File: src/rtl/bl_fifo_pkg.sv
package bl_fifo_pkg;
  localparam int BYTE_W = 8;
  typedef logic [BYTE_W-1:0] byte_t;
endpackage

File: src/rtl/bl_lane.sv
module bl_lane
  import bl_fifo_pkg::*;
#(
  parameter int DEPTH = 8,
  localparam int AW = (DEPTH > 1) ? $clog2(DEPTH) : 1,
  localparam int CW = $clog2(DEPTH + 1)
) (
  input  logic          clk,
  input  logic          rst,
  input  logic          clr,
  input  logic          wr_en,
  input  byte_t         wr_data,
  input  logic          rd_en,
  output byte_t         head,
  output logic [CW-1:0] count,
  output logic          full,
  output logic          empty
);
  byte_t          mem [DEPTH];
  logic [AW-1:0]  wptr, rptr;

  function automatic logic [AW-1:0] bump(input logic [AW-1:0] p);
    return (p == AW'(DEPTH - 1)) ? '0 : p + AW'(1);
  endfunction

  // storage without reset so it maps to distributed RAM
  always_ff @(posedge clk) begin
    if (wr_en && !clr) mem[wptr] <= wr_data;
  end

  assign head = mem[rptr];

  always_ff @(posedge clk) begin
    if (rst || clr) begin
      wptr  <= '0;
      rptr  <= '0;
      count <= '0;
      full  <= 1'b0;
      empty <= 1'b1;
    end else begin
      if (wr_en) wptr <= bump(wptr);
      if (rd_en) rptr <= bump(rptr);
      case ({wr_en, rd_en})
        2'b10: begin
          count <= count + CW'(1);
          full  <= (count == CW'(DEPTH - 1));
          empty <= 1'b0;
        end
        2'b01: begin
          count <= count - CW'(1);
          empty <= (count == CW'(1));
          full  <= 1'b0;
        end
        default: ;
      endcase
    end
  end

  // flags agree with the occupancy count
  p_flags_r13: assert property (@(posedge clk) disable iff (rst)
    (full == (count == CW'(DEPTH))) && (empty == (count == '0)));

  // the arbiter never writes a full lane
  p_no_overflow_r9: assert property (@(posedge clk) disable iff (rst)
    !(wr_en && full));

  // the arbiter never pops an empty lane
  p_no_underflow_r8: assert property (@(posedge clk) disable iff (rst)
    !(rd_en && empty));

  // simultaneous write and pop keep occupancy
  p_count_hold_r11: assert property (@(posedge clk) disable iff (rst)
    (wr_en && rd_en && !clr) |=> (count == $past(count)));

  // clear empties the lane in one cycle
  p_clear_r10: assert property (@(posedge clk) disable iff (rst)
    clr |=> (empty && count == '0));
endmodule

File: src/rtl/bl_arb.sv
module bl_arb #(
  parameter int LANES = 4,
  localparam int SW = (LANES > 1) ? $clog2(LANES) : 1
) (
  input  logic             clr,
  input  logic             push_valid,
  input  logic             pop_word,
  input  logic             pop_byte,
  input  logic [SW-1:0]    pop_lane,
  input  logic             tst_en,
  input  logic             tst_wr,
  input  logic             tst_rd,
  input  logic [SW-1:0]    tst_lane,
  input  logic [LANES-1:0] full,
  input  logic [LANES-1:0] empty,
  output logic [LANES-1:0] lane_wr,
  output logic [LANES-1:0] lane_rd,
  output logic             word_push,
  output logic             word_pop,
  output logic             byte_pop,
  output logic             tst_rd_go,
  output logic             ovf_set
);
  logic tw;

  always_comb begin
    word_push = push_valid && !(|full) && !clr;
    tw        = tst_en && tst_wr && !word_push && !clr;
    ovf_set   = tw && full[tst_lane];
    word_pop  = pop_word && !(|empty) && !clr;
    byte_pop  = pop_byte && !word_pop && !empty[pop_lane] && !clr;
    tst_rd_go = tst_rd && !word_pop && !byte_pop && !clr;
    for (int i = 0; i < LANES; i++) begin
      lane_wr[i] = word_push || (tw && (tst_lane == SW'(i)) && !full[i]);
      lane_rd[i] = word_pop
                || (byte_pop && (pop_lane == SW'(i)))
                || (tst_rd_go && (tst_lane == SW'(i)) && !empty[i]);
    end
  end
endmodule

File: src/rtl/bytelane_fifo.sv
module bytelane_fifo
  import bl_fifo_pkg::*;
#(
  parameter int LANES = 4,
  parameter int DEPTH = 8,
  localparam int SW = (LANES > 1) ? $clog2(LANES) : 1,
  localparam int CW = $clog2(DEPTH + 1),
  localparam int DW = LANES * BYTE_W
) (
  input  logic                clk,
  input  logic                rst,
  input  logic                clr,
  input  logic                push_valid,
  input  logic [DW-1:0]       push_data,
  output logic                push_rdy,
  input  logic                pop_word,
  input  logic                pop_byte,
  input  logic [SW-1:0]       pop_lane,
  output logic                pop_rdy,
  output logic [DW-1:0]       pop_data,
  input  logic                tst_en,
  input  logic [SW-1:0]       tst_lane,
  input  logic                tst_wr,
  input  logic [BYTE_W-1:0]   tst_wdata,
  input  logic                tst_rd,
  output logic [BYTE_W-1:0]   tst_rdata,
  output logic                ovf,
  output logic [LANES*CW-1:0] lane_count,
  output logic [LANES-1:0]    lane_full,
  output logic [LANES-1:0]    lane_empty
);
  logic [LANES-1:0] lane_wr, lane_rd;
  logic             word_push, word_pop, byte_pop, tst_rd_go, ovf_set;
  byte_t            head [LANES];
  logic [DW-1:0]    heads_flat;

  bl_arb #(.LANES(LANES)) u_arb (
    .clr       (clr),
    .push_valid(push_valid),
    .pop_word  (pop_word),
    .pop_byte  (pop_byte),
    .pop_lane  (pop_lane),
    .tst_en    (tst_en),
    .tst_wr    (tst_wr),
    .tst_rd    (tst_rd),
    .tst_lane  (tst_lane),
    .full      (lane_full),
    .empty     (lane_empty),
    .lane_wr   (lane_wr),
    .lane_rd   (lane_rd),
    .word_push (word_push),
    .word_pop  (word_pop),
    .byte_pop  (byte_pop),
    .tst_rd_go (tst_rd_go),
    .ovf_set   (ovf_set)
  );

  for (genvar g = 0; g < LANES; g++) begin : g_lane
    byte_t wdat;
    assign wdat = word_push ? push_data[g*BYTE_W +: BYTE_W] : tst_wdata;

    bl_lane #(.DEPTH(DEPTH)) u_lane (
      .clk    (clk),
      .rst    (rst),
      .clr    (clr),
      .wr_en  (lane_wr[g]),
      .wr_data(wdat),
      .rd_en  (lane_rd[g]),
      .head   (head[g]),
      .count  (lane_count[g*CW +: CW]),
      .full   (lane_full[g]),
      .empty  (lane_empty[g])
    );

    assign heads_flat[g*BYTE_W +: BYTE_W] = head[g];
  end

  assign push_rdy = ~|lane_full;
  assign pop_rdy  = ~|lane_empty;

  always_ff @(posedge clk) begin
    if (rst) begin
      pop_data  <= '0;
      tst_rdata <= '0;
      ovf       <= 1'b0;
    end else begin
      if (clr)          ovf <= 1'b0;
      else if (ovf_set) ovf <= 1'b1;

      if (word_pop)      pop_data <= heads_flat;
      else if (byte_pop) pop_data <= DW'(head[pop_lane]);

      if (tst_rd_go)
        tst_rdata <= lane_empty[tst_lane] ? '0 : head[tst_lane];
    end
  end

  // overflow flag is sticky until clear
  p_ovf_sticky_r9: assert property (@(posedge clk) disable iff (rst)
    (ovf && !clr) |=> ovf);

  // a diagnostic read of an empty lane returns zero
  p_tst_empty_r8: assert property (@(posedge clk) disable iff (rst)
    (tst_rd_go && lane_empty[tst_lane]) |=> (tst_rdata == '0));

  // a disabled diagnostic write alone leaves occupancy alone
  p_inert_r6: assert property (@(posedge clk) disable iff (rst)
    (tst_wr && !tst_en && !push_valid && !pop_word && !pop_byte && !tst_rd && !clr)
    |=> $stable(lane_count));

  // a push refused for lack of room changes nothing
  p_push_drop_r2: assert property (@(posedge clk) disable iff (rst)
    (push_valid && !push_rdy && !pop_word && !pop_byte && !tst_rd && !tst_wr && !clr)
    |=> $stable(lane_count));

  // a diagnostic read that yields leaves tst_rdata alone
  p_rd_yield_r11: assert property (@(posedge clk) disable iff (rst)
    (tst_rd && (word_pop || byte_pop)) |=> $stable(tst_rdata));
endmodule

File: config.mk
export PLATFORM = sky130hd
export DESIGN_NAME = bytelane_fifo
export DESIGN_NICKNAME = d
export VERILOG_FILES = /design/src/rtl/bl_fifo_pkg.sv /design/src/rtl/bl_lane.sv /design/src/rtl/bl_arb.sv /design/src/rtl/bytelane_fifo.sv
export SDC_FILE = /design/constraint.sdc
export NUM_CORES = 1
export LEC_CHECK = 0
export ABC_AREA = 1
export BUFFER_PORTS_ARGS = -buffer_cell sky130_fd_sc_hd__buf_2
export CORE_UTILIZATION = 60
export CTS_CLUSTER_DIAMETER = 50
export DETAILED_ROUTE_END_ITERATION = 12
export PLACE_DENSITY = 0.81
export SYNTH_ARGS = -nofsm -noshare
export SYNTH_HDL_FRONTEND = slang
export SYNTH_SLANG_ARGS = --single-unit
File: constraint.sdc
create_clock -name clk -period 3.3 [get_ports clk]
set_input_delay 0.66 -clock clk [delete_from_list [all_inputs] [get_ports clk]]
set_output_delay 0.66 -clock clk [all_outputs]
set_load 0.005 [all_outputs]
; ---- Yosys cells after proc, flatten, opt, wreduce, memory -nomap -nowiden
; Memory sizes are Yosys's and may differ from the RTL's. A register that Yosys moved wholly into a read port is not among the register bits.
; Cells that the tools add are included.
[word_totals]
regBits = 89
ramBits = 256
inputBits = 53
output_inout_bits = 67
word_cells = 210
n_memories = 4
[op_classes]
addsub = 16
n_lt_le_gt_ge = 4
eq_ne = 30
n_mux = 55
bitwise_logic = 2
n_reduce_logical = 76
[mem_list]
columns = name, depth, width, read_ports, rd_clocked_by_memory_dff, write_ports, line_no
row1 = g_lane[0].u_lane.mem, 8, 8, 1, 1, 1, bl_lane.sv:19  ; byte_t mem [DEPTH];
row2 = g_lane[1].u_lane.mem, 8, 8, 1, 1, 1, bl_lane.sv:19
row3 = g_lane[2].u_lane.mem, 8, 8, 1, 1, 1, bl_lane.sv:19
row4 = g_lane[3].u_lane.mem, 8, 8, 1, 1, 1, bl_lane.sv:19
[ops]
columns = cell, n
row1 = 8-bit two-way mux, 9
row2 = 32-bit two-way mux, 2
row3 = 3-bit two-way mux, 16
row4 = 1-bit logical AND, 38
row5 = 8-bit binary-select mux with 2-bit select, 2
row6 = 4-bit one-hot mux with 2 select lines, 4
row7 = 3-bit by 1-bit adder with 3-bit output (second input constant), 8
row8 = 3-bit == test (second input constant), 8
row9 = 4-bit by 1-bit adder with 4-bit output (second input constant), 4
row10 = 2-bit == test (second input constant), 8
row11 = 4-bit by 1-bit == test with 1-bit output (second input constant), 4
row12 = 4-bit by 3-bit == test with 1-bit output (second input constant), 4
row13 = 1-bit one-hot mux with 2 select lines, 8
row14 = 4-bit by 1-bit subtractor with 4-bit output (second input constant), 4
row15 = 1-bit logical NOT, 15
row16 = 1-bit logical OR, 13
row17 = 2-bit by 1-bit == test with 1-bit output (second input constant), 6
row18 = 1-bit two-way mux, 11
row19 = 2-bit nonzero test, 5
row20 = 4-bit OR reduction, 2
row21 = 1-bit binary-select mux with 2-bit select, 3
row22 = 3-bit greater-or-equal comparator (second input constant), 2
row23 = 2-bit by 3-bit less-than comparator with 1-bit output (second input constant), 2
row24 = 2-bit NOT with 3-bit output, 2
row25 = 2 further kinds, 3

; ---- Depth between registers and ports, before layout
; Gate-level depths: netlist (run 1).
[logic_depth]
ltp_word = 16
ltp_mapped = 17
depth_no_buf = 16

; ---- By module
; A second synthesis (run 1) with hierarchy kept.
[unflattened]
cells_unflattened = 1743
area_unflattened_um2 = 16135.5
[by_module_without_submodules]
columns = module, instances, cells_per_inst, area_per_inst_um2, seq_area_each_um2
row1 = bl_lane (g_lane[0].u_lane ...), 3, 313, 3326.9, 2222.1
row2 = bl_lane (g_lane[3].u_lane), 1, 313, 3329.4, 2222.1
row3 = bytelane_fifo, 1, 421, 2456.1, 820.8
row4 = bl_arb, 1, 70, 369.1, 0.0

; ---- Worst setup path before layout (run 1)
; No wires, ideal clock.
[synth_timing]
kind = input to register
startpoint = input port pop_lane[0]
endpoint = register g_lane[1].u_lane.count[3]
setup_ns = 0.119
t_arrival_ns = 2.483
t_required_ns = 3.181
slack_ns = 0.697
stages = 17
path_buffers = 1
path_cell_list = inv_1 > nor2_4 > nand2_1 > nand2_1 > nor2_2 > nand2_4 > nand2_4 > buf_6 > o21ai_2 > nand2_2 > ha_1 > inv_1 > nand2_1 > o32ai_1 > nand2_1 > o21ai_0 > a21oi_1
[synth_between]
elab_chain_len = 13
elab_cells_between_ends = 18
classes_between = eq/ne: 3 / mux: 3 / reduce/logical: 12
[synth_lines]
columns = element, line_no
row1 = "start, declared", bytelane_fifo.sv:18  ; input logic [SW-1:0] pop_lane,
row2 = 1-bit binary-select mux with 2-bit select, bl_arb.sv:31  ; byte_pop = pop_byte && !word_pop && !empty[pop_lane] && !clr;
row3 = 1-bit two-way mux (implied by the code), bl_arb.sv:31
row4 = 1-bit logical NOT, bl_arb.sv:31
row5 = 1-bit logical AND (2 in series), bl_arb.sv:31
row6 = 1-bit logical NOT, bl_arb.sv:32  ; tst_rd_go = tst_rd && !word_pop && !byte_pop && !clr;
row7 = 1-bit logical AND (2 in series), bl_arb.sv:32
row8 = 1-bit logical AND (2 in series), bl_arb.sv:37  ; || (tst_rd_go && (tst_lane == SW'(i)) && !empty[i]);
row9 = 1-bit logical OR *, bl_arb.sv:37
row10 = 2-bit by 1-bit == test with 1-bit output or 2-bit == test (tied branches), bl_lane.sv:43  ; case ({wr_en, rd_en})
row11 = 4-bit one-hot mux with 2 select lines or 2-bit nonzero test (tied branches), n/a
row12 = "end signal, assigned", bl_lane.sv:45  ; count <= count + CW'(1);
row13 = "end signal, assigned", bl_lane.sv:50  ; count <= count - CW'(1);
row14 = "end, declared", bl_lane.sv:15  ; output logic [CW-1:0] count,
; Mark *: on every way between the ends. The rest lies on a longest branch, timed or not. The select of a mux whose other input is x is not followed.
; A chain may end at the register's enable or synchronous reset.

; ---- Worst setup path after layout (run 1)
[layout_timing]
startpoint = register g_lane[0].u_lane.full
endpoint = register g_lane[0].u_lane.count[3]
[layout_between]
elab_chain_len = 12
elab_cells_between_ends = 15
classes_between = eq/ne: 2 / mux: 1 / reduce/logical: 12
[layout_lines]
columns = element, line_no
row1 = "start, declared", bl_lane.sv:16  ; output logic full,
row2 = "start signal, assigned", bl_lane.sv:46  ; full <= (count == CW'(DEPTH - 1));
row3 = 4-bit OR reduction, bl_arb.sv:27  ; word_push = push_valid && !(|full) && !clr;
row4 = 1-bit logical NOT, bl_arb.sv:27
row5 = 1-bit logical AND (2 in series), bl_arb.sv:27
row6 = 1-bit logical NOT, bl_arb.sv:28  ; tw = tst_en && tst_wr && !word_push && !clr;
row7 = 1-bit logical AND (2 in series), bl_arb.sv:28
row8 = 1-bit logical AND (2 in series), bl_arb.sv:34  ; lane_wr[i] = word_push || (tw && (tst_lane == SW'(i)) && !full[i]);
row9 = 1-bit logical OR *, bl_arb.sv:34
row10 = 2-bit by 1-bit == test with 1-bit output or 2-bit == test (tied branches), bl_lane.sv:43
row11 = 4-bit one-hot mux with 2 select lines or 2-bit nonzero test (tied branches), n/a
row12 = "end signal, assigned", bl_lane.sv:45
row13 = "end signal, assigned", bl_lane.sv:50
row14 = "end, declared", bl_lane.sv:15
; Mark *: on every way between the ends. The rest lies on a longest branch, timed or not.

==> results of run 1 <==
## routing by layer
layer	wire length, µm	vias up	track usage
li1	-	6394	-
met1	16900	6197	0.414
met2	21100	738	0.523
met3	4670	150	0.0564
met4	2400	0	0.165
met5	0	-	0
## power groups by stage
stage                     registers, mW  clock network [mW]  logic, mW
after floorplan                    5.02                   0      0.373
after global placement             5.03                   0      0.594
after detailed placement           5.04                   0      0.617
after CTS                          4.94                4.53      0.625
after global routing               4.95                4.68      0.696
final                              4.94                4.51      0.637
## stage by stage
step	worst slack, ns	cell area, µm²
final	0.588	18900
after global routing	0.231	18900
after CTS	0.631	18900
after detailed placement	0.326	17600
after global placement	0.423	17600
after floorplan	0.697	16600
## registers in the layout, summed over array words and instances, names as in the netlist, named ones only
signal / count
g_lane.u_lane.count: 16
g_lane.u_lane.empty: 4
g_lane.u_lane.full: 4
g_lane.u_lane.mem: 256
g_lane.u_lane.rptr: 12
g_lane.u_lane.wptr: 12
ovf: 1
pop_data: 32
tst_rdata: 8
## cell type report
type                       count  area [µm²]
sequential                   357        9710
fill                        1971        8090
multi-input combinational   1201        5500
clock buffer                  54        1130
inverter                     264         991
timing repair buffer         168         963
tap                          341         427
clock inverter                18         211
## cells in the mapped netlist, drive strengths merged (4+ instances only)
library cell    n  area (µm²)
buf            24         156
inv           259         972
nor2          106         428
clkinv          5        18.8
clkbuf         56         220
dfxtp         101        2020
nor3            5        25.0
o21ai          76         410
nand2         662        2510
nand4           6        37.5
nand3         214        1080
xor2            4        35.0
nor4            4        25.0
edfxtp        256        7690
ha             36         450
a21oi          71         355
## cell families after synthesis
group                      count (synthesis)  share of synthesized area
DFF                                      357                      0.586
adders and majority gates                 36                     0.0272
and+or+nand+nor                         1002                      0.250
buffers and inverters                    344                     0.0825
AOI/OAI and AO/OA                        159                     0.0523
xor gates and xnor gates                   4                    0.00211
## path summary, 6_finish.rpt
path,from,endpoint,slack (ns),cells past startpoint
setup / recovery,g_lane[0].u_lane.full,g_lane[0].u_lane.count[3],0.59,13
setup reg to reg,g_lane[0].u_lane.full,g_lane[0].u_lane.count[3],0.59,13
hold / removal,pop_data[12],pop_data[12],0.46,2
hold reg to reg,pop_data[12],pop_data[12],0.46,2
## worst register-to-register path, cell delays in order (launching register included)
cell	delay, ns
dfxtp_1	0.35
nor2_1	0.11
nand3_1	0.12
nor2_2	0.13
nand2_1	0.34
nand2_1	0.22
inv_1	0.17
ha_1	0.42
inv_1	0.13
nand2_1	0.09
o32ai_1	0.24
nand2_1	0.10
o21ai_0	0.15
a21oi_1	0.05
==> results_tabular.tex, run 1 <==
\begin{tabular}{lr}
\hline
Metric & Value \\
\hline
\multicolumn{2}{l}{\textbf{STA}} \\
Final Hold Slack & 0.457 ns \\
Accumulated negative setup slack & 0 ns \\
Fin crit period & 2.71 ns \\
Final Hold Violating Endpoints & 0 \\
Max-slew violation total from the final report & 0 \\
RSZ-0062 raised after global routing & no \\
Largest clock skew in the final design & 0.0188 ns \\
Slew of the pin with the lowest slew margin & between 1 and 1.5 ns \\
Final setup viols & 0 \\
Achievable clock frequency & between 300 and 400 MHz \\
Share of the clock period used by the worst path & 0.822 \\
Max-slew headroom & 0.317 \\
\multicolumn{2}{l}{\textbf{Floorplan}} \\
Number of top-level pins & 120 \\
Die Area & $\sim$0.028 mm² \\
Die H & 168 µm \\
Area of the placeable core & about 0.027 mm² \\
Die W & 168 µm \\
Cell row count & 60 \\
Initial core utilization & 0.613 \\
\multicolumn{2}{l}{\textbf{Synth}} \\
Post-synth EDFFs & 256 \\
Syn\_area\_per\_cell & 8.71 µm² \\
Leading register cell type out of synthesis & edfxtp\_1 \\
Post-Synthesis Cell Area & 0.0166 mm² \\
Proportion of synthesized chip area in sequential cells & 0.586 \\
Netlist cell types & 38 \\
Number of synthesized register bits & 357 \\
Ys Warns & 0 \\
Post-synthesis net count & $\sim$2000 \\
FFs w/ async S/R, synth & 0 \\
Post-synthesis cell count & 1902 \\
\multicolumn{2}{l}{\textbf{Power and ir drop}} \\
Power density over the cells & between 500 and 600 mW/mm² \\
Worst vdd rail ir drop & 0.000457 V \\
Share of total power in the clock network & 0.447 \\
Internal portion of total power & 7.80 mW \\
Sequential share of power & 0.490 \\
Share of power burned in combinational logic & 0.063 \\
NetSw & 2.29 mW \\
Static leakage power & approximately 8.7 nW \\
Power after layout & 10.1 mW \\
Switching share of power & 0.227 \\
\multicolumn{2}{l}{\textbf{Global route}} \\
Global-route wire length before repair & between 60000 and 70000 µm \\
Number of antenna violations at the first check in global routing & 0 \\
Total global routing track utilization & 0.321 \\
Congestion Overflow GR & 0 \\
Maximum number of pins on one net before global-route repair & 38 \\
Via count of the first global-routing pass & 12900 \\
\multicolumn{2}{l}{\textbf{Min path}} \\
Worst min path class & reg -> reg \\
\multicolumn{2}{l}{\textbf{Finish}} \\
Count of nets after finishing & between 2000 and 2500 \\
Commonest non-fill, non-tap cell in the layout & nand2\_1 \\
Non-filler cells in the finished layout & roughly 2400 \\
Ant diodes & 0 \\
Layout overhead on the synthesized area & 14.2\% \\
Fraction of layout cells with a size suffix above 1 & 0.125 \\
Core utilization of the finished layout & 0.701 \\
Commonest non-fill, non-tap cells in the layout & nand2\_1 (656), edfxtp\_1 (256), inv\_1 (255) \\
\multicolumn{2}{l}{\textbf{Setup path}} \\
Startpoint Class & flop \\
Crit path buf inv count & 2 \\
Critical Path AT & between 3 and 4 ns \\
Type of element capturing the critical path & flop \\
Startpoint-to-endpoint class of the critical path & reg -> reg \\
Most frequent cell on the critical path & nand2\_1 \\
Maximum fanout along the worst path & 12 \\
Cell-by-cell trace of the critical path & nor2\_1, nand3\_1, nor2\_2, nand2\_1, nand2\_1, inv\_1, ha\_1, inv\_1, nand2\_1, o32ai\_1, nand2\_1, o21ai\_0, a21oi\_1 \\
Family of cells with the greatest summed delay on the critical path & simple AND/OR/NAND/NOR gates \\
Stage delay of the slowest cell on the critical path & between 0.4 and 0.5 ns \\
Slowest library cell on the worst path & ha\_1 \\
Critical path data required time & 3.72 ns \\
\multicolumn{2}{l}{\textbf{Route}} \\
Routed via count divided by cell count & 5.61 \\
Wire length reported by the detailed router & 45000 µm \\
Final routed DRC violation total & 0 \\
Starting DRT DRC Count & 1902 \\
Detailed-routing iteration count for the pre-antenna-repair pass & 6 \\
Via Count & 13500 \\
Detail-routed net length per standard cell & 18.7 µm \\
Number of nets with antenna violations after detailed routing & 0 \\
\multicolumn{2}{l}{\textbf{Clock network}} \\
Setup fix buffers added after clock tree synthesis & 0 \\
Post-cts repair resize count & 0 \\
Hold-fix buffer count after cts & 0 \\
Clock-pin slew on the worst setup and hold paths & 0.06 ns \\
Num Clock Sinks & around 360 \\
Clock latency reported for the late side of the worst-skew pair & 0.54 ns \\
Cell chosen for the clock root & clkbuf\_16 \\
Max H-tree Level & 2 \\
TritonCTS clock tree & built \\
Clock buffers created by TritonCTS & 40 \\
Buffers from clock root to sink, at most & 3 \\
\multicolumn{2}{l}{\textbf{Place}} \\
Number of instances in the placed design & 2331 \\
Half-perimeter wire length of the detailed placement result & 30600 µm \\
Buffers on Ports & 119 \\
Final estimated routing congestion in global placement & 0.925 \\
\multicolumn{2}{l}{\textbf{Status}} \\
Status & complete, no violations \\
\multicolumn{2}{l}{\textbf{Flow run}} \\
MaxCap Viol Count & 0 \\
\hline
\end{tabular}
Note: power is estimated with default switching activity, not from simulation.
==> run 2: changes to the inputs <==
- CORE_UTILIZATION: 60 -> 55
- PLACE_DENSITY: 0.81 -> 0.79
- clock period: 3.3 -> 2.3 ns (I/O delays scaled with it)
==> run 2 against run 1 <==
Effect of this change:
- global-route usage shrank 1.7 points
- highest routed layer unchanged
- via count grew 3.2%
- flip-flop and latch count is the same
- wire length grew 2.9%
- largest power group unchanged
- core utilization shrank 4.8 points
- combinational power grew 54%
- critical path type unchanged
==> results_tabular.tex, run 2 (synthesis gave the netlist of run 1 again) <==
\begin{tabular}{lr}
\hline
Metric & Value \\
\hline
\multicolumn{2}{l}{\textbf{Status}} \\
Status & complete, no violations \\
\multicolumn{2}{l}{\textbf{Floorplan}} \\
Number of top-level pins & 120 (unchanged) \\
Cell row count & 63 (+5.0\%) \\
Initial core utilization & 0.559 (-0.0541) \\
Area of the placeable core & 0.0296 mm² (+9.7\%) \\
Die Area & 0.0308 mm² (+9.0\%) \\
Die H & 176 µm (+4.4\%) \\
Die W & 176 µm (+4.4\%) \\
\multicolumn{2}{l}{\textbf{Finish}} \\
Layout overhead on the synthesized area & 16.7\% \\
Fraction of layout cells with a size suffix above 1 & 0.147 (+0.0226) \\
Flip-flop count of the largest register, all copies and words added & 256 (unchanged) \\
Total non-filler cell area in the finished layout & 0.0193 mm² (+2.2\%) \\
Non-filler cells in the finished layout & 2498 (+4.0\%) \\
Most flop-heavy register & g\_lane.u\_lane.mem \\
Commonest non-fill, non-tap cell in the layout & nand2\_1 \\
Core utilization of the finished layout & 0.653 (-0.0477) \\
Commonest non-fill, non-tap cells in the layout & nand2\_1 (655), edfxtp\_1 (256), inv\_1 (252) \\
Count of nets after finishing & 2165 (+2.1\%) \\
Filler cell count & 2307 (+17\%) \\
Biggest registers after layout & g\_lane.u\_lane.mem (256), pop\_data (32), g\_lane.u\_lane.count (16) \\
\multicolumn{2}{l}{\textbf{Power and ir drop}} \\
Share of power burned in combinational logic & 0.069 (+0.006) \\
Sequential share of power & 0.494 (+0.004) \\
Share of total power in the clock network & 0.437 (-0.010) \\
Switching share of power & 0.225 (-0.00172) \\
Power density over the cells & 741 mW/mm² (+39\%) \\
Internal portion of total power & 11.1 mW (+42\%) \\
NetSw & 3.23 mW (+41\%) \\
Static leakage power & 8.86 nW (+2.4\%) \\
Worst vdd rail ir drop & 0.000574 V (+25\%) \\
Power after layout & 14.3 mW (+42\%) \\
\multicolumn{2}{l}{\textbf{Route}} \\
Starting DRT DRC Count & 2091 (+9.9\%) \\
Detail-routed net length per standard cell & 18.6 µm (-0.97\%) \\
Detailed-routing iteration count for the pre-antenna-repair pass & 6 (unchanged) \\
Number of nets with antenna violations after detailed routing & 0 (unchanged) \\
Final routed DRC violation total & 0 (unchanged) \\
Routed via count divided by cell count & 5.57 (-0.77\%) \\
Via Count & 13900 (+3.2\%) \\
Wire length reported by the detailed router & 46400 µm (+2.9\%) \\
\multicolumn{2}{l}{\textbf{Setup path}} \\
Type of element capturing the critical path & flop \\
R2R depth & 15 (+2) \\
Family of cells with the greatest summed delay on the critical path & simple AND/OR/NAND/NOR gates \\
Critical path data required time & 2.70 ns (-1.02 ns) \\
Critical Path AT & 2.63 ns (-0.50 ns) \\
WP depth & 15 (+2) \\
Crit path buf inv count & 2 (unchanged) \\
Cell-by-cell trace of the critical path & buf\_4, nand2\_1, nand2\_1, nor2\_2, nand2\_4, nand2\_4, o21ai\_2, nand2\_2, ha\_4, inv\_1, nand2\_1, o32ai\_2, nand2\_1, o21ai\_0, a21oi\_1 \\
Startpoint-to-endpoint class of the critical path & reg -> reg \\
Startpoint Class & flop \\
Most frequent cell on the critical path & nand2\_1 \\
Maximum fanout along the worst path & 6 (-6) \\
Slowest library cell on the worst path & dfxtp\_1 \\
Register-to-register path setup slack & 0.07 ns (-0.52 ns) \\
Stage delay of the slowest cell on the critical path & 0.36 ns (-0.06 ns) \\
\multicolumn{2}{l}{\textbf{Min path}} \\
Cell depth of the worst hold path & 3 (+1) \\
Worst min path class & in -> reg \\
\multicolumn{2}{l}{\textbf{Global route}} \\
Global-route wire length before repair & 71900 µm (+3.7\%) \\
Number of antenna violations at the first check in global routing & 1 (+1) \\
Total global routing track utilization & 0.304 (-0.0168) \\
Congestion Overflow GR & 0 (unchanged) \\
Maximum number of pins on one net before global-route repair & 35 (-7.9\%) \\
Via count of the first global-routing pass & 13400 (+3.7\%) \\
\multicolumn{2}{l}{\textbf{Place}} \\
Final estimated routing congestion in global placement & 0.915 (-1.1\%) \\
Buffers on Ports & 119 (unchanged) \\
Pre-CTS setup slack & -0.0963 ns (-0.422 ns) \\
Instance area at placement & 0.0180 mm² (+2.5\%) \\
Half-perimeter wire length of the detailed placement result & 31800 µm (+4.0\%) \\
Number of instances in the placed design & 2426 (+4.1\%) \\
\multicolumn{2}{l}{\textbf{STA}} \\
Final Hold Violating Endpoints & 0 (unchanged) \\
Max-slew headroom & 0.559 (+0.242) \\
Fin crit period & 2.23 ns (-0.481 ns) \\
Max-slew violation total from the final report & 0 (unchanged) \\
Largest clock skew in the final design & 0.0206 ns (+0.00180 ns) \\
Final Hold Slack & 0.299 ns (-0.158 ns) \\
Share of the clock period used by the worst path & 0.970 (+0.148) \\
Accumulated negative setup slack & 0 ns (unchanged) \\
Slew of the pin with the lowest slew margin & 0.660 ns (-0.363 ns) \\
Achievable clock frequency & 448 MHz (+22\%) \\
Final setup viols & 0 (unchanged) \\
Setup WS post-layout & 0.0689 ns (-0.519 ns) \\
\multicolumn{2}{l}{\textbf{Clock network}} \\
Clock-pin slew on the worst setup and hold paths & 0.06 ns (about the same) \\
Hold-fix buffer count after cts & 0 (unchanged) \\
Setup fix buffers added after clock tree synthesis & 0 (unchanged) \\
Max H-tree Level & 2 (unchanged) \\
Buffers from clock root to sink, at most & 3 (unchanged) \\
Post-cts repair resize count & 0 (unchanged) \\
TritonCTS clock tree & built \\
Clock buffers created by TritonCTS & 38 (-5.0\%) \\
Cell chosen for the clock root & clkbuf\_16 \\
Clock latency reported for the late side of the worst-skew pair & 0.53 ns (about the same) \\
Num Clock Sinks & 357 (unchanged) \\
\multicolumn{2}{l}{\textbf{Flow run}} \\
MaxCap Viol Count & 0 (unchanged) \\
\hline
\end{tabular}
[run 2: worst paths after layout]
| path | start | end |
|---|---|---|
| worst max-delay path | g_lane[0].u_lane.empty | g_lane[1].u_lane.count[3] |
| worst min-delay path | rst | g_lane[1].u_lane.empty |
| worst max register to register | g_lane[0].u_lane.empty | g_lane[1].u_lane.count[3] |
| worst min register to register | pop_data[15] | pop_data[15] |
[run 2: power groups by stage]
stage | registers (mW) | logic, mW | clock network (mW)
after floorplan | 7.21 | 0.541 | 0
after global placement | 7.22 | 0.909 | 0
after detailed placement | 7.22 | 0.941 | 0
after CTS | 7.08 | 0.954 | 6.31
after global routing | 7.09 | 1.07 | 6.57
final | 7.09 | 0.983 | 6.27
[run 2: final cells by class]
cell class | instances | area (µm²) | share of cell area
clock inverter | 16 | 166 | 0.00860
antenna | 2 | 5.00 | 0.000259
multi-input combinational | 1201 | 5540 | 0.287
sequential | 357 | 9710 | 0.502
inverter | 264 | 991 | 0.0512
timing repair buffer | 214 | 1310 | 0.0676
clock buffer | 54 | 1140 | 0.0587
tap | 390 | 488 | 0.0252
[run 2: worst register-to-register path, stage by stage, from the launching register on]
cell	delay, ns
dfxtp_1	0.36
buf_4	0.17
nand2_1	0.06
nand2_1	0.06
nor2_2	0.16
nand2_4	0.10
nand2_4	0.11
o21ai_2	0.07
nand2_2	0.10
ha_4	0.21
inv_1	0.06
nand2_1	0.09
o32ai_2	0.24
nand2_1	0.09
o21ai_0	0.16
a21oi_1	0.06
[run 2: routing by layer]
metal,part of all wire,vias to the layer above,track usage
met4,0.043,0,0.134
met5,0,-,0
met3,0.12,145,0.0667
met1,0.37,6418,0.392
li1,-,6488,-
met2,0.47,853,0.495
==> run 3: changes to the inputs <==
==> constraint.sdc (replaced) <==
create_clock -name clk -period 2.3 [get_ports clk]
set_input_delay 0.345 -clock clk [delete_from_list [all_inputs] [get_ports clk]]
set_output_delay 0.345 -clock clk [all_outputs]
set_load 0.005 [all_outputs]
==> run 3 against run 2 <==
Effect of this change:
- non-clock buffer count decreased by 2
- cell count decreased by 0.16%
- clock-buffer cell count decreased by 2
- sequential power about the same
- design area decreased by 0.38%
- via count decreased by 2.2%
- global-route usage decreased by 1.5 points
- register-to-register slack improved by 0.03 ns
- core utilization decreased by 0.24 points
- die area unchanged
- flip-flop and latch count unchanged
- critical path type unchanged
==> results_tabular.tex, run 3 (synthesis gave the netlist of run 1 again) <==
\begin{tabular}{lr}
\hline
Metric & Value \\
\hline
\multicolumn{2}{l}{\textbf{Floorplan}} \\
Die W & 176 µm (unchanged) \\
Cell row count & 63 (unchanged) \\
Area of the placeable core & 0.0296 mm² (unchanged) \\
Die H & 176 µm (unchanged) \\
Initial core utilization & 0.559 (unchanged) \\
Number of top-level pins & 120 (unchanged) \\
Die Area & 0.0308 mm² (unchanged) \\
\multicolumn{2}{l}{\textbf{Finish}} \\
Filler cell count & 2372 (+2.8\%) \\
Flip-flop count of the largest register, all copies and words added & 256 (unchanged) \\
Biggest registers after layout & g\_lane.u\_lane.mem (256), pop\_data (32), g\_lane.u\_lane.count (16) \\
Count of nets after finishing & 2163 (-0.092\%) \\
Most flop-heavy register & g\_lane.u\_lane.mem \\
Non-filler cells in the finished layout & 2494 (-0.16\%) \\
Commonest non-fill, non-tap cell in the layout & nand2\_1 \\
Combined area of the multi-input logic cells & 0.00555 mm² (about the same) \\
Total non-filler cell area in the finished layout & 0.0193 mm² (-0.38\%) \\
Core utilization of the finished layout & 0.650 (-0.00245) \\
Commonest non-fill, non-tap cells in the layout & nand2\_1 (655), edfxtp\_1 (256), inv\_1 (251) \\
Ant diodes & 0 (-2) \\
Layout overhead on the synthesized area & 16.3\% \\
Sequential Area & 0.00971 mm² (about the same) \\
Fraction of layout cells with a size suffix above 1 & 0.149 (+0.00157) \\
\multicolumn{2}{l}{\textbf{Global route}} \\
Via count of the first global-routing pass & 12700 (-4.9\%) \\
Number of antenna violations at the first check in global routing & 0 (-1) \\
Congestion Overflow GR & 0 (unchanged) \\
Maximum number of pins on one net before global-route repair & 38 (+8.6\%) \\
Total global routing track utilization & 0.289 (-0.0154) \\
Global-route wire length before repair & 67900 µm (-5.6\%) \\
\multicolumn{2}{l}{\textbf{Place}} \\
Half-perimeter wire length of the detailed placement result & 31400 µm (-1.3\%) \\
Number of instances in the placed design & 2423 (-0.12\%) \\
Final estimated routing congestion in global placement & 0.937 (+2.4\%) \\
Instance area at placement & 0.0180 mm² (-0.26\%) \\
Buffers on Ports & 119 (unchanged) \\
Pre-CTS setup slack & -0.200 ns (-0.103 ns) \\
\multicolumn{2}{l}{\textbf{STA}} \\
Final Hold Slack & 0.297 ns (-0.00249 ns) \\
Slew of the pin with the lowest slew margin & 0.741 ns (+0.0810 ns) \\
Achievable clock frequency & 454 MHz (+1.2\%) \\
Final Hold Violating Endpoints & 0 (unchanged) \\
Max-slew violation total from the final report & 0 (unchanged) \\
Largest clock skew in the final design & 0.0218 ns (+0.00115 ns) \\
Setup WS post-layout & 0.0962 ns (+0.0273 ns) \\
Final setup viols & 0 (unchanged) \\
Share of the clock period used by the worst path & 0.958 (-0.0119) \\
Max-slew headroom & 0.504 (-0.0553) \\
Accumulated negative setup slack & 0 ns (unchanged) \\
Fin crit period & 2.20 ns (-0.0273 ns) \\
\multicolumn{2}{l}{\textbf{Flow run}} \\
MaxCap Viol Count & 0 (unchanged) \\
\multicolumn{2}{l}{\textbf{Route}} \\
Detailed-routing iteration count for the pre-antenna-repair pass & 6 (unchanged) \\
Detail-routed net length per standard cell & 17.8 µm (-4.3\%) \\
Starting DRT DRC Count & 1413 (-32\%) \\
Routed via count divided by cell count & 5.46 (-2.0\%) \\
Final routed DRC violation total & 0 (unchanged) \\
Via Count & 13600 (-2.2\%) \\
Number of nets with antenna violations after detailed routing & 0 (unchanged) \\
Wire length reported by the detailed router & 44300 µm (-4.5\%) \\
\multicolumn{2}{l}{\textbf{Setup path}} \\
Startpoint-to-endpoint class of the critical path & reg -> reg \\
R2R depth & 12 (-3) \\
Family of cells with the greatest summed delay on the critical path & compound AO/OA/AOI/OAI gates \\
Maximum fanout along the worst path & 7 (+1) \\
Slowest library cell on the worst path & o311ai\_0 \\
Origin of the critical flop-to-flop path & g\_lane[0].u\_lane.empty \\
Register-to-register path setup slack & 0.1 ns (+0.03 ns) \\
Stage delay of the slowest cell on the critical path & 0.48 ns (+0.12 ns) \\
Type of element capturing the critical path & flop \\
Endpoint of the lowest-slack register-to-register path & g\_lane[0].u\_lane.empty \\
Critical Path AT & 2.58 ns (-0.05 ns) \\
Crit path buf inv count & 3 (+1) \\
Startpoint Class & flop \\
Critical path data required time & 2.68 ns (-0.02 ns) \\
Cell-by-cell trace of the critical path & nor2\_1, nand3\_1, nand2\_1, inv\_1, nand2\_4, nand2\_4, o21ai\_2, nand2\_2, buf\_4, ha\_1, inv\_1, o311ai\_0 \\
\multicolumn{2}{l}{\textbf{Clock network}} \\
TritonCTS clock tree & built \\
Clock latency reported for the late side of the worst-skew pair & 0.54 ns (about the same) \\
Num Clock Sinks & 357 (unchanged) \\
Max H-tree Level & 2 (unchanged) \\
Clock-pin slew on the worst setup and hold paths & 0.06 ns (about the same) \\
Hold-fix buffer count after cts & 0 (unchanged) \\
Clock buffers created by TritonCTS & 38 (unchanged) \\
Cell chosen for the clock root & clkbuf\_16 \\
Buffers from clock root to sink, at most & 3 (unchanged) \\
\multicolumn{2}{l}{\textbf{Power and ir drop}} \\
Static leakage power & 8.81 nW (-0.53\%) \\
Power after layout & 14.1 mW (-1.5\%) \\
Worst vdd rail ir drop & 0.000554 V (-3.5\%) \\
Power density over the cells & 733 mW/mm² (-1.2\%) \\
\multicolumn{2}{l}{\textbf{Min path}} \\
Startpoint of the tightest hold check path & push\_data[15] \\
Worst min path class & in -> reg \\
Worst hold path endpoint & g\_lane[1].u\_lane.mem[5][7] \\
Cell depth of the worst hold path & 3 (unchanged) \\
\multicolumn{2}{l}{\textbf{Status}} \\
Status & complete, no violations \\
\hline
\end{tabular}
-- run 3: power breakdown --
group	total, mW	leakage [nW]	internal (mW)	switching [mW]
Sequential	7.08	3.14	7.03	0.0492
Combinational	0.971	5.07	0.284	0.687
Clock	6.07	0.604	3.50	2.57
-- run 3: area by class of cell --
class | count | area share
clock inverters | 18 | 0.0100
multi-input cells | 1201 | 0.288
well taps | 390 | 0.0253
flip-flops and latches | 357 | 0.504
repair buffers | 212 | 0.0671
clock buffers | 52 | 0.0547
inverters | 264 | 0.0514
-- run 3: layer usage --
metal / part of all wire / GRT usage
met5: 0 / 0
met4: 0.046 / 0.136
met3: 0.11 / 0.0539
met2: 0.46 / 0.472
met1: 0.38 / 0.373
-- run 3: worst max path at each step --
| stage | from | endpoint | slack, ns | depth (start not counted) |
|---|---|---|---|---|
| after detailed placement | clr | g_lane[1].u_lane.count[3] | -0.20 | 15 |
| after CTS | g_lane[0].u_lane.empty | g_lane[1].u_lane.count[3] | 0.04 | 15 |
| final | g_lane[0].u_lane.empty | g_lane[0].u_lane.empty | 0.1 | 12 |
| after global placement | clr | g_lane[1].u_lane.count[3] | -0.01 | 15 |
| after global routing | g_lane[0].u_lane.empty | g_lane[0].u_lane.count[3] | -0.01 | 15 |
| after floorplan | pop_lane[0] | g_lane[1].u_lane.count[3] | 0.02 | 17 |
-- run 3: repair_timing --
action | CTS | global route
endpoints found under the setup margin | 1 | 7
resized for setup | 1 | 13
setup buffers | 0 | 1
pin swaps | 0 | 3
-- run 3: worst reg2reg max path: cells and delay by family, from the launching register on --
kind	cells	cell delay (ns)
AO/OA/AOI/OAI	2	0.55
AND/OR/NAND/NOR	6	0.53
flip-flops	1	0.40
buffers and inverters	3	0.35
adder cells (fa/ha/maj)	1	0.24
